**src/rtl/mem_lat_calib.sv**
```systemverilog
module mem_lat_calib #(
  parameter int TAG_W = 10,
  parameter int DEPTH = 16,
  localparam int CW = $clog2(DEPTH)
) (
  input  logic             clk,
  input  logic             rst_n,
  input  logic             start,
  input  logic             addr_valid,
  input  logic [TAG_W-1:0] tag_in,
  input  logic             data_valid,
  output logic [CW-1:0]    latency,
  output logic             calibrated,
  output logic [TAG_W-1:0] tag_out,
  output logic             error
);
  localparam logic [CW-1:0] MAXL = CW'(DEPTH - 1);

  logic          armed, meas;
  logic [CW-1:0] cnt, sel;
  logic [TAG_W-1:0] tap_q [1:DEPTH-1];

  always_ff @(posedge clk or negedge rst_n) begin
    if (!rst_n) begin
      armed <= 1'b0; meas <= 1'b0; cnt <= '0;
      latency <= '0; calibrated <= 1'b0; error <= 1'b0;
    end else if (start) begin
      armed <= 1'b1; meas <= 1'b0; cnt <= '0;
      latency <= '0; calibrated <= 1'b0; error <= 1'b0;
    end else if (armed && addr_valid) begin
      armed <= 1'b0;
      cnt   <= CW'(1);
      if (data_valid) calibrated <= 1'b1;
      else            meas <= 1'b1;
    end else if (meas) begin
      if (data_valid) begin
        meas <= 1'b0; calibrated <= 1'b1; latency <= cnt;
      end else if (cnt == MAXL) begin
        meas <= 1'b0; error <= 1'b1;
      end else begin
        cnt <= cnt + CW'(1);
      end
    end
  end

  always_ff @(posedge clk or negedge rst_n) begin
    if (!rst_n) begin
      for (int k = 1; k < DEPTH; k++) tap_q[k] <= '0;
    end else begin
      tap_q[1] <= tag_in;
      for (int k = 2; k < DEPTH; k++) tap_q[k] <= tap_q[k-1];
    end
  end

  assign sel = meas ? cnt : latency;

  always_comb begin
    tag_out = tag_in;
    for (int k = 1; k < DEPTH; k++)
      if (sel == CW'(k)) tag_out = tap_q[k];
  end


  cal_err_excl_chk: assert property (@(posedge clk) disable iff (!rst_n)
    !(calibrated && error));

  cal_needs_dv_chk: assert property (@(posedge clk) disable iff (!rst_n)
    $rose(calibrated) |-> $past(data_valid));

  start_clears_chk: assert property (@(posedge clk) disable iff (!rst_n)
    start |=> (!calibrated && !error && latency == '0));

  lat_hold_chk: assert property (@(posedge clk) disable iff (!rst_n)
    (calibrated && !start) |=> ($stable(latency) && calibrated));

  err_timeout_chk: assert property (@(posedge clk) disable iff (!rst_n)
    $rose(error) |-> ($past(meas) && !$past(data_valid)));
endmodule

```
**config.mk**
```make
export PLATFORM = sky130hd
export DESIGN_NAME = mem_lat_calib
export DESIGN_NICKNAME = d
export VERILOG_FILES = /design/src/rtl/mem_lat_calib.sv
export SDC_FILE = /design/constraint.sdc
export NUM_CORES = 1
export LEC_CHECK = 0
export BUFFER_PORTS_ARGS = -buffer_cell sky130_fd_sc_hd__buf_4
export CAP_MARGIN = 20
export CORE_AREA = 2 2 149 151
export DETAILED_ROUTE_END_ITERATION = 6
export DIE_AREA = 0 0 151 153
export PLACE_DENSITY_LB_ADDON = 0.3
export SETUP_SLACK_MARGIN = 0.2
export SLEW_MARGIN = 5
export SYNTH_ARGS = -nofsm -noshare
export SYNTH_HDL_FRONTEND = slang
export SYNTH_SLANG_ARGS = --single-unit
```
**constraint.sdc**
```tcl
create_clock -name clk -period 2.45 [get_ports clk]
set_input_delay 0.245 -clock clk [delete_from_list [all_inputs] [get_ports clk]]
set_output_delay 0.245 -clock clk [all_outputs]
set_load 0.02 [all_outputs]
```
==> results of run 1 <==
==> flip-flops by register name, indices dropped and copies added (netlist names) <==
name,count
armed,1
calibrated,1
cnt,4
error,1
latency,4
meas,1
tap_q,150
==> logic make-up after synthesis <==
family / synth area share (%)
compound gates: 21.1
xor+xnor: 0.691
fa+ha+maj: 0.197
buf+inv: 3.87
flops: 64.0
mux: 0.968
simple gates: 9.22
==> per-stage QoR <==
step | hold slack (ns) | worst slack, ns
floorplan | -0.0506 | 0.209
global placement | 0.295 | -0.0302
detailed placement | 0.303 | -0.0759
CTS | 0.0488 | -0.405
global route | 0.0683 | -0.522
finish | 0.0598 | -0.377
==> power groups by stage <==
stage / registers, mW / clock network, mW / logic (mW)
2_1_floorplan: 2.91 / 0 / 0.173
3_3_place_gp: 2.93 / 0 / 0.357
3_5_place_dp: 2.94 / 0 / 0.361
4_1_cts: 2.89 / 2.90 / 0.403
5_1_grt: 2.91 / 3.02 / 0.450
6_report: 2.89 / 2.84 / 0.411
==> routing by layer <==
layer / wire length [um] / global-route usage [%] / part of all wire (%) / up-vias
li1: - / - / - / 2232
met1: 8100 / 22.3 / 44 / 2537
met2: 8810 / 26.2 / 48 / 135
met3: 944 / 3.82 / 5.2 / 32
met4: 435 / 6.36 / 2.4 / 0
met5: 0 / 0 / 0 / -
==> cell type report <==
type	count	share of cell area [%]
Clock buffer	19	5.01
Clock inverter	13	2.29
Inverter	15	0.652
Multi-Input combinational cell	324	27.3
Sequential cell	162	47.0
Tap cell	280	4.05
Timing Repair Buffer	132	13.7
==> cell usage in the layout, fill, tap and decap left out, drive strengths merged, types with 11 or more instances in the layout <==
cell type    count
dfrtp          162
inv             19
o22ai           26
nand2           30
clkbuf          19
o21ai           34
nor3            12
nor2            46
dlygate4sd3     11
a22oi           19
o221ai          14
buf            121
a21oi           32
==> synth_stat cells, types with 2 or more instances <==
library cell	number	area share (%)
nand3b_1	2	0.24
a22oi_1	19	2.3
o211ai_1	10	1.2
a32o_1	3	0.47
a22o_1	4	0.55
dfrtp_1	162	64
nand2b_1	6	0.59
nand2_1	30	1.8
a32oi_1	2	0.28
mux2i_1	5	0.79
a2111o_1	2	0.36
buf_4	2	0.24
a211oi_1	7	0.83
nor3b_1	2	0.24
o311a_1	3	0.47
o21a_1	2	0.24
a222oi_1	4	0.63
o21ai_0	27	2.1
o21ai_1	6	0.47
a21oi_1	31	2.4
a21o_1	4	0.47
nor4_1	2	0.20
buf_2	13	1.0
o311ai_0	2	0.28
o221ai_1	12	1.7
a221o_1	5	0.79
o22a_1	2	0.28
xnor2_1	2	0.28
xor2_1	3	0.41
o221ai_2	2	0.47
buf_1	2	0.12
nor3_1	11	0.87
buf_6	4	0.71
o22ai_1	25	2.5
and2_1	3	0.30
inv_1	15	0.89
o2bb2ai_1	4	0.55
nor2_1	44	2.6
and3_1	3	0.30
clkbuf_1	15	0.89
a31oi_1	2	0.20
nor2_2	2	0.20
or3_1	2	0.20
nand3_1	8	0.63
==> worst min path at each step <==
stage / from / to / slack [ns] / cells past startpoint
4_1_cts: start / cnt[0] / 0.05 / 2
6_report: start / cnt[0] / 0.06 / 2
3_3_place_gp: rst_n / tap_q[5] / 0.29 / 1
2_1_floorplan: rst_n / armed / -0.05 / 0
5_1_grt: start / calibrated / 0.07 / 2
3_5_place_dp: rst_n / tap_q[115] / 0.30 / 1
==> what timing repair did <==
action	in CTS	in global routing
hold buffers	11	0
pin swaps	23	19
endpoints found under the hold margin	78	0
resized for setup	64	39
endpoints found under the setup margin	10	10
buffers inserted	16	6
cloned	1	1
==> results.py, run 1 <==
metrics = {
    "synth": {
        "ys.flop_type": "dfrtp_1",
        "yosys_warnings": 0,
        "postSynthAreaPerCell_sq_um": 11.8,
        "synth_cell_type_count": 64,
        "synthesis.nets": 552,
        "ys_ff_latch": 162,
        "synth_edf_count": 0,
        "async_flop_share_pct": 100,
        "netlist_area_sq_um": 6340,
        "syn_inst": 536,
        "synth-seq-area-share_pct": 64.0,
    },
    "floorplanning": {
        "start_util_pct": 29.5,
        "die_area_sq_um": 23100,
        "core-area_sq_um": 21500,
        "fp-row-count": 54,
        "ios": 31,
        "die_h_um": 153,
        "die_x_um": 151,
    },
    "placement": {
        "portBuffers": 30,
        "place_inst": 878,
        "placed_area_sq_um": 7340,
        "globalplace.congestion": 0.881,
        "dp_hpwl_mm": 12.3,
    },
    "grt": {
        "grt_usage_pct": 16.6,
        "antenna_found_initial": 0,
        "gr-total-overflow": 0,
        "grt_max_degree": 72,
        "grt_pass1_vias": 5124,
        "grt_pass1_wl_mm": 29.3,
    },
    "clocking": {
        "cts-buffers-inserted": 17,
        "root_buffer": "clkbuf_16",
        "clkTransAtPathRegs_ns": 0.07,
        "clock-sinks": 162,
        "cts_buffer_depth": 2,
        "tritoncts": "yes",
        "htreeDepth": 4,
        "clock_latency_ns": 0.43,
    },
    "sta": {
        "grt_setup_unrepaired": "true",
        "setup_tns_ns": -2.99,
        "layout_min_cycle_time_ns": 2.83,
        "max_freq_ghz": 0.354,
        "relSlewSlack_pct": 56.7,
        "clock_skew_ns": 0.00853,
        "worstMarginPinSlew_ns": 0.650,
        "final-hold-violation-count": 0,
        "slew_violations": 0,
        "period_share_pct": 115,
        "worst_slack_ns": -0.377,
        "setup_viol": 10,
    },
    "route": {
        "vias_per_cell": 5.22,
        "drt-total-wl_mm": 18.3,
        "drcViolationCount": 0,
        "drt-initial-drc-count": 345,
        "vias": 4936,
        "first_pass_iters": 4,
        "ant_nets": 0,
        "post_drt_wl_per_cell_um": 19.4,
    },
    "power": {
        "p_seq_share_pct": 47.1,
        "power_frac_comb_pct": 6.7,
        "p_int_mw": 4.71,
        "p_clk_share_pct": 46.2,
        "finalPower_mw": 6.15,
        "leakagePower_nw": 3.66,
        "switching_share_pct": 23.4,
        "p_sw_mw": 1.44,
        "ir_drop_uv": 444,
        "powerDensity_nw_per_um2": 711,
    },
    "setup_path": {
        "r2r_end": "cnt[3]",
        "r2r_cells": 8,
        "setup.worst_path.end_class": "output pin",
        "cp_cell_sequence": "and3b_1 > or2_4 > buf_8 > a222oi_1 > o22ai_1 > nor4_2 > o22ai_1 > buf_4",
        "path_common_cell": "o22ai_1",
        "worst_path_largest_cell_delay_ns": 0.46,
        "cp_top_family": "simple AND/OR/NAND/NOR gates",
        "crit_arrival_ns": 2.58,
        "reg2reg_slack_ns": 0.38,
        "cp-endpoint": "tag_out[5]",
        "worstSetupStartpointType": "flop",
        "cp.depth": 8,
        "regToRegStartpoint": "cnt[0]",
        "required_ns": 2.20,
        "startpoint": "meas",
        "path_buf_inv": 2,
        "crit_type": "reg -> out",
        "slowest_stage": "dfrtp_2",
        "path_max_fanout": 8,
    },
    "final_layout": {
        "multi_input_area_sq_um": 2350,
        "n_fill_cell": 2036,
        "nets": 668,
        "drive_gt1_share_pct": 34.0,
        "postLayoutCoreUtil_pct": 40.2,
        "area_delta_synth_final_pct": 36.4,
        "seqCellArea_sq_um": 4060,
        "instances_no_fill": 945,
        "antenna_cells": 0,
        "design_area_sq_um": 8640,
    },
    "run": {
        "maxCapViolCount": 0,
    },
    "status": {
        "status": "finished, violations left",
        "violations": "setup timing",
    },
    "min_path": {
        "hold_class": "in -> reg",
    },
}
Note: power is estimated with default switching activity, not from simulation.
==> run 2: changes to the inputs <==
Settings changed: CTS_CLUSTER_DIAMETER set to 120, RECOVER_POWER set to 100.
==> run 2 against run 1 <==
Against the previous run: the run ends with capacitance limit, slew limit, setup timing left; clock-buffer cell count unchanged; largest power group unchanged; sequential share of layout area up 0.35 points; highest routed layer unchanged; sequential cell count unchanged.
==> results.py, run 2 (synthesized netlist as in run 1, its figures left out) <==
metrics = {
    "clocking": {
        "htreeDepth": 4,
        "cts_buffer_depth": 2,
        "clock-sinks": 162,
        "clock_latency_ns": 0.43,
        "tritoncts": "yes",
        "clkTransAtPathRegs_ns": 0.07,
        "cts-buffers-inserted": 17,
        "root_buffer": "clkbuf_16",
    },
    "min_path": {
        "hold_class": "in -> reg",
    },
    "status": {
        "violations": "capacitance limit, slew limit, setup timing",
        "status": "finished, violations left",
    },
    "route": {
        "drcViolationCount": 0,
        "vias_per_cell": 5.27,
        "first_pass_iters": 5,
        "vias": 4978,
        "drt-initial-drc-count": 341,
        "drt-total-wl_mm": 18.3,
        "ant_nets": 0,
        "post_drt_wl_per_cell_um": 19.4,
    },
    "sta": {
        "max_freq_ghz": 0.354,
        "grt_setup_unrepaired": "true",
        "final-hold-violation-count": 0,
        "setup_viol": 10,
        "hold_ws_ns": 0.0607,
        "worstMarginPinSlew_ns": 1.72,
        "relSlewSlack_pct": -14.5,
        "layout_min_cycle_time_ns": 2.83,
        "period_share_pct": 115,
        "slew_violations": 72,
        "worst_slack_ns": -0.376,
        "clock_skew_ns": 0.00877,
    },
    "final_layout": {
        "top_register": "tap_q",
        "design_area_sq_um": 8580,
        "nets": 668,
        "area_delta_synth_final_pct": 35.4,
        "layout_commonest_cell": "dfrtp_1",
        "mostFrequentLayoutCells": "dfrtp_1 (155), buf_4 (78), nor2_1 (43)",
        "drive_gt1_share_pct": 32.0,
        "largest_reg_flops": 150,
        "n_fill_cell": 2051,
        "antenna_cells": 0,
        "top_regs": "tap_q x150, cnt x4, latency x4",
        "multi_input_area_sq_um": 2350,
        "seqCellArea_sq_um": 4060,
    },
    "grt": {
        "grt_max_degree": 72,
        "grt_usage_pct": 16.6,
        "grt_pass1_wl_mm": 29.3,
        "grt_pass1_vias": 5124,
        "gr-total-overflow": 0,
        "antenna_found_initial": 0,
    },
    "placement": {
        "portBuffers": 30,
        "dp_hpwl_mm": 12.3,
        "globalplace.congestion": 0.881,
        "placed_area_sq_um": 7340,
    },
    "floorplanning": {
        "ios": 31,
        "die_h_um": 153,
        "die_area_sq_um": 23100,
        "fp-row-count": 54,
        "start_util_pct": 29.5,
        "die_x_um": 151,
        "core-area_sq_um": 21500,
    },
    "power": {
        "p_int_mw": 4.70,
        "p_sw_mw": 1.44,
        "p_seq_share_pct": 47.1,
        "ir_drop_uv": 442,
        "powerDensity_nw_per_um2": 716,
        "leakagePower_nw": 3.60,
        "switching_share_pct": 23.5,
        "p_clk_share_pct": 46.4,
        "power_frac_comb_pct": 6.5,
    },
    "run": {
        "maxCapViolCount": 1,
    },
    "setup_path": {
        "crit_arrival_ns": 2.58,
        "slowest_stage": "dfrtp_2",
        "crit_type": "reg -> out",
        "worst_path_largest_cell_delay_ns": 0.46,
        "worstSetupStartpointType": "flop",
        "path_common_cell": "o22ai_1",
        "path_max_fanout": 8,
        "cp_cell_sequence": "and3b_1 > or2_4 > buf_8 > a222oi_1 > o22ai_1 > nor4_2 > o22ai_1 > buf_4",
        "required_ns": 2.20,
        "setup.worst_path.end_class": "output pin",
    },
}
run 2: stage by stage:
step           setup TNS [ns]  total power, mW  utilization, %  instances  setup slack (ns)
3_3_place_gp          -0.0735             3.29            34.1        878           -0.0302
5_1_grt                 -4.69             6.36            39.9        945            -0.522
6_report                -2.94             6.14            39.9        945            -0.376
2_1_floorplan               0             3.08               -        536             0.209
4_1_cts                 -3.12             6.19            39.2        938            -0.405
3_5_place_dp           -0.141             3.30            34.1        878           -0.0759
run 2: area by class of cell:
type	count	share of cell area (%)
well taps	280	4.08
repair buffers	132	13.1
clock buffers	19	5.05
inverters	15	0.656
clock inverters	13	2.30
flip-flops and latches	162	47.4
multi-input cells	324	27.5
run 2: worst paths after layout:
path | start | endpoint | slack [ns] | cells past startpoint
hold reg to reg | tap_q[136] | tap_q[126] | 0.37 | 0
setup reg to reg | cnt[0] | cnt[3] | 0.38 | 8
setup / recovery | meas | tag_out[5] | -0.38 | 8
hold / removal | start | cnt[0] | 0.06 | 2
min in group asynchronous | rst_n | tap_q[5] | 0.83 | 2
max in group asynchronous | rst_n | tap_q[86] | 0.35 | 3
run 2: what timing repair did:
item                                   CTS  global route
endpoints found under the hold margin   78             0
setup buffers                           16             6
resized for setup                       64            39
pin swaps                               23            19
hold buffers                            11             0
cloned                                   1             1
setup endpoints to repair               10            10
run 2: power by group through the flow:
stage	combinational, mW	clock, mW	sequential, mW
floorplan	0.173	0	2.91
global placement	0.357	0	2.93
detailed placement	0.361	0	2.94
CTS	0.403	2.90	2.89
global route	0.437	3.02	2.91
finish	0.398	2.85	2.89
run 2: worst max-delay path, delay by kind of cell, from the launching register on:
kind	cells	cell delay, ns
buffers and inverters	2	0.31
DFF	1	0.46
AOI/OAI and AO/OA	3	0.61
and+or+nand+nor	3	0.77
run 2: layer usage:
layer	vias up	global-route usage, %	part of all wire [%]
met2	156	26.2	48
met4	0	6.36	2.7
li1	2234	-	-
met3	38	3.82	6.0
met5	-	0	0
met1	2550	22.3	43
